### src/rtl/dtrace_qual.sv
module dtrace_qual #(
  parameter int AW    = 32,
  parameter int DW    = 32,
  parameter int DEPTH = 4
) (
  input  logic                        clk,
  input  logic                        rst_n,
  input  logic                        cfg_we,
  input  logic [1:0]                  cfg_sel,
  input  logic [AW-1:0]               cfg_wdata,
  input  logic                        bus_valid,
  input  logic                        bus_write,
  input  logic [AW-1:0]               bus_addr,
  input  logic [DW-1:0]               bus_data,
  output logic                        msg_valid,
  input  logic                        msg_ready,
  output logic [1:0]                  msg_kind,
  output logic [AW-1:0]               msg_addr,
  output logic [$clog2(AW/4+1)-1:0]   msg_nib,
  output logic [DW-1:0]               msg_data
);
  localparam int NIBS = AW / 4;
  localparam int NIBW = $clog2(NIBS + 1);
  localparam int PW   = (DEPTH > 1) ? $clog2(DEPTH) : 1;

  logic [AW-1:0] win_lo, win_hi, ref_addr;
  logic [2:0]    ctrl;
  logic          resync;

  logic [1:0]      q_kind [DEPTH];
  logic [AW-1:0]   q_addr [DEPTH];
  logic [NIBW-1:0] q_nib  [DEPTH];
  logic [DW-1:0]   q_data [DEPTH];
  logic [PW-1:0]   wp, rp;
  logic [PW:0]     cnt;

  wire type_ok = bus_write ? ctrl[2] : ctrl[1];
  wire hit     = bus_valid && ctrl[0] && type_ok &&
                 (bus_addr >= win_lo) && (bus_addr <= win_hi);
  wire full    = (cnt == (PW+1)'(DEPTH));
  wire push    = hit && !full;
  wire pop     = msg_valid && msg_ready;
  wire ctrl_wr = cfg_we && (cfg_sel == 2'd2);

  logic [AW-1:0]   diff;
  logic [NIBW-1:0] nib;
  assign diff = ref_addr ^ bus_addr;

  always_comb begin
    nib = '0;
    for (int i = 0; i < NIBS; i++)
      if (|diff[4*i +: 4]) nib = NIBW'(i + 1);
  end

  always_ff @(posedge clk or negedge rst_n) begin
    if (!rst_n) begin
      win_lo <= '0;
      win_hi <= '0;
      ctrl   <= '0;
    end else if (cfg_we) begin
      case (cfg_sel)
        2'd0:    win_lo <= cfg_wdata;
        2'd1:    win_hi <= cfg_wdata;
        2'd2:    ctrl   <= cfg_wdata[2:0];
        default: ;
      endcase
    end
  end

  always_ff @(posedge clk or negedge rst_n) begin
    if (!rst_n) begin
      resync   <= 1'b1;
      ref_addr <= '0;
    end else begin
      if (push) ref_addr <= bus_addr;
      if (ctrl_wr || (hit && full)) resync <= 1'b1;
      else if (push)                resync <= 1'b0;
    end
  end

  always_ff @(posedge clk) begin
    if (push) begin
      q_kind[wp] <= {resync, bus_write};
      q_addr[wp] <= resync ? bus_addr : diff;
      q_nib[wp]  <= resync ? NIBW'(NIBS) : nib;
      q_data[wp] <= bus_data;
    end
  end

  always_ff @(posedge clk or negedge rst_n) begin
    if (!rst_n) begin
      wp  <= '0;
      rp  <= '0;
      cnt <= '0;
    end else begin
      if (push) wp <= wp + 1'b1;
      if (pop)  rp <= rp + 1'b1;
      case ({push, pop})
        2'b10:   cnt <= cnt + 1'b1;
        2'b01:   cnt <= cnt - 1'b1;
        default: ;
      endcase
    end
  end

  assign msg_valid = (cnt != '0);
  assign msg_kind  = q_kind[rp];
  assign msg_addr  = q_addr[rp];
  assign msg_nib   = q_nib[rp];
  assign msg_data  = q_data[rp];
endmodule


### config.mk
export PLATFORM = sky130hd
export DESIGN_NAME = dtrace_qual
export DESIGN_NICKNAME = d
export VERILOG_FILES = /design/src/rtl/dtrace_qual.sv
export SDC_FILE = /design/constraint.sdc
export NUM_CORES = 1
export LEC_CHECK = 0
export ABC_AREA = 1
export BUFFER_PORTS_ARGS = -buffer_cell sky130_fd_sc_hd__buf_2
export CAP_MARGIN = 10
export CORE_MARGIN = 2
export CORE_UTILIZATION = 50
export CTS_BUF_LIST = sky130_fd_sc_hd__clkbuf_4 sky130_fd_sc_hd__clkbuf_8
export DETAILED_ROUTE_END_ITERATION = 16
export GPL_ROUTABILITY_DRIVEN = 1
export MAX_ROUTING_LAYER = met4
export PLACE_DENSITY = 0.7
export SKIP_CTS_REPAIR_TIMING = 1
export SLEW_MARGIN = 20
export SYNTH_ARGS = -nofsm -noshare
export SYNTH_HDL_FRONTEND = slang
export SYNTH_SLANG_ARGS = --single-unit
### constraint.sdc
create_clock -name clk -period 15 [get_ports clk]
set_input_delay 2.25 -clock clk [delete_from_list [all_inputs] [get_ports clk]]
set_output_delay 2.25 -clock clk [all_outputs]
set_load 0.05 [all_outputs]
==> metrics.md <==
| Metric | Value |
|---|---|
| Outcome | `finished clean` |
| Chip height | `188 um` |
| Clock tree from TritonCTS | `built` |
| Via Count | `11700` |
| Routed len/inst | `16.7 um` |
| Yosys cell types | `31` |
| Internal power | `2.09 mW` |
| Max_slew headroom | `29.9%` |
| Final Hold Vio Count | `0` |
| Clock H-tree levels | `2` |
| Std-Cell Rows | `67` |
| Gpl congestion | `0.846` |
| Post-Place Worst Slack | `8.79 ns` |
| DRT Wirelength | `37100 um` |
| Worst VDD drop | `117 uV` |
| Filler cells | `2794` |
| Vias in the first global route | `11400` |
| Area delta synth->final | `14.8%` |
| Sum Neg Setup Slack | `0 ns` |
| Top_reg_cell synth | `edfxtp_1` |
| Flops & latches, synth | `387` |
| Post-detailed-route count of antenna-violating nets | `0` |
| Worst-Margin Slew | `1.05 ns` |
| RSZ-0062 raised after global routing | `false` |
| Gr ovfl total | `0` |
| Crit. End Element | `primary output` |
| Clock slew at reported path FFs | `0.06 ns` |
| Share of layout cells above drive strength 1 | `17.0%` |
| Port buffer count | `174` |
| Layout Skew | `0.0292 ns` |
| Clock power share | `24.8%` |
| Final worst slack | `9.25 ns` |
| Clock sinks | `387` |
| Most common cell after layout, fill and taps aside | `edfxtp_1` |
| Largest net degree at the start of global routing | `105` |
| N_diodes | `0` |
| Worst setup path start | `rp[0]` |
| Switch Pwr | `1.54 mW` |
| R2R Setup Slk | `10.87 ns` |
| Register area share after synthesis | `65.3%` |
| CTS buffer count | `61` |
| I/O pins | `175` |
| Worst path required time | `12.75 ns` |
| Final setup violation count | `0` |
| Critical path class | `reg2out` |
| Leakage power | `8.14 nW` |
| Area of the die | `35500 um2` |
| PD cells | `186 nW/um2` |
| EDFF count, synth | `280` |
| Worst r2r src | `win_hi[31]` |
| First-pass GRT wire length | `59700 um` |
| Initial Utilization | `50.8%` |
| CTS max path bufs | `3` |
| Min-delay worst type | `reg2reg` |
| Post-synthesis cell area | `17000 um2` |
| Clk Latency, worst-skew pair | `0.60 ns` |
| Asr flop ratio synth | `27.6%` |
| Gate count after technology mapping | `1545` |
| WP data arrival | `3.50 ns` |
| Most frequent cells in the layout | `edfxtp_1 (280), nand2_1 (267), o21ai_0 (233), buf_2 (173), nor2_1 (159)` |
| Total Routing Usage GR | `21.5%` |
| Post-Syn Area per Cell | `11.0 um2` |
| Max-cap violations | `0` |
| DP HPWL | `22800 um` |
| Post-layout minimum cycle time | `5.75 ns` |
| Hold Crit Start | `cnt[0]` |
| Root Driver | `clkbuf_8` |
| Max Fclk | `0.174 GHz` |
| Antenna violations before repair | `0` |
| Max Fanout on Critical Path | `104` |
| Period Utilization, post-route | `38.3%` |
| Pre-Repair DR Iteration Count | `7` |
| Logic pwr share | `38.5%` |
| Hold Slack | `0.472 ns` |
| Die Span X | `188 um` |
| Fin nets | `1892` |
| Vias per cell | `5.26` |
| Post-route DRC | `0` |
| Type of origin of the critical path | `flop` |
| Synth Net Count | `1719` |
| Yosys warnings | `0` |
| Fin. max-slew vios | `0` |
| Sequential share of power | `36.6%` |
| Core ar. | `33400 um2` |
| Initial DRC count | `1031` |
| Net Sw Frac | `42.4%` |
## power by group through the flow
stage	Clock (mW)	Combinational, mW	Sequential [mW]
after floorplan	0	1.06	1.32
after global placement	0	1.38	1.35
after detailed placement	0	1.41	1.35
after CTS	0.919	1.41	1.33
after global routing	0.964	1.52	1.34
final	0.901	1.40	1.33
## cell families (layout without fill, tap and decap cells)
logic type                 Yosys count  in the layout  share of synthesized area [%]
and+or+nand+nor                    492            492                           11.8
xor gates and xnor gates            36             36                           1.86
AOI/OAI and AO/OA                  345            345                           10.9
buffers and inverters              215            439                           4.98
adders and majority gates           70             70                           5.20
DFF                                387            387                           65.3
## stage by stage
step	cell area, um2	utilization, %	power, mW	cells
3_5_place_dp	18200	54.5	2.75	2103
4_1_cts	19500	58.2	3.65	2217
2_1_floorplan	17000	-	2.38	1545
6_report	19500	58.3	3.63	2217
3_3_place_gp	18200	54.5	2.73	2103
5_1_grt	19500	58.3	3.83	2217
## synth_stat cells (8+ instances only)
library cell / count / area [um2]
edfxtp_1: 280 / 8410
o21ai_0: 233 / 1170
o22ai_1: 70 / 438
dfrtp_1: 106 / 2650
xnor2_1: 8 / 70.1
nor2_1: 163 / 612
nand4_1: 45 / 282
inv_1: 138 / 518
clkbuf_1: 61 / 229
ha_1: 69 / 863
nand2_1: 267 / 1000
xor2_1: 28 / 245
a21oi_1: 32 / 160
## flip-flops by register name, summed over array words and instances (netlist names)
register / count
cnt: 3
ctrl: 3
q_addr: 128
q_data: 128
q_kind: 8
q_nib: 16
ref_addr: 32
resync: 1
rp: 2
win_hi: 32
win_lo: 32
wp: 2
## critical path, cell delays in order (launching register included)
cell and delay, ns:
dfrtp_4 0.65, clkinv_2 0.41, buf_4 0.82, o21ai_0 0.22
o22ai_1 0.32, buf_2 0.33
## layer usage
layer,up-vias,global-route usage [%],wire [um]
li1,5715,-,-
met1,5518,30.9,17300
met2,364,32.5,16800
met3,62,3.17,2250
met4,0,5.65,709
met5,-,-,0
## worst paths after layout
check	end	depth (start not counted)
max	msg_addr[16]	5
min in group asynchronous	win_hi[28]	1
max in group asynchronous	win_lo[14]	2
max reg2reg	q_data[3][11]	11
min reg2reg	cnt[0]	1
min	cnt[0]	1
## cell type report
cell class	instances	area [um2]	area share [%]
Sequential cell	387	11100	56.9
Multi-Input combinational cell	943	5100	26.2
Clock buffer	84	1020	5.23
Timing Repair Buffer	186	963	4.94
Tap cell	448	561	2.88
Inverter	139	523	2.68
Clock inverter	30	230	1.18
No activity file was read; power rests on OpenSTA's default activity.
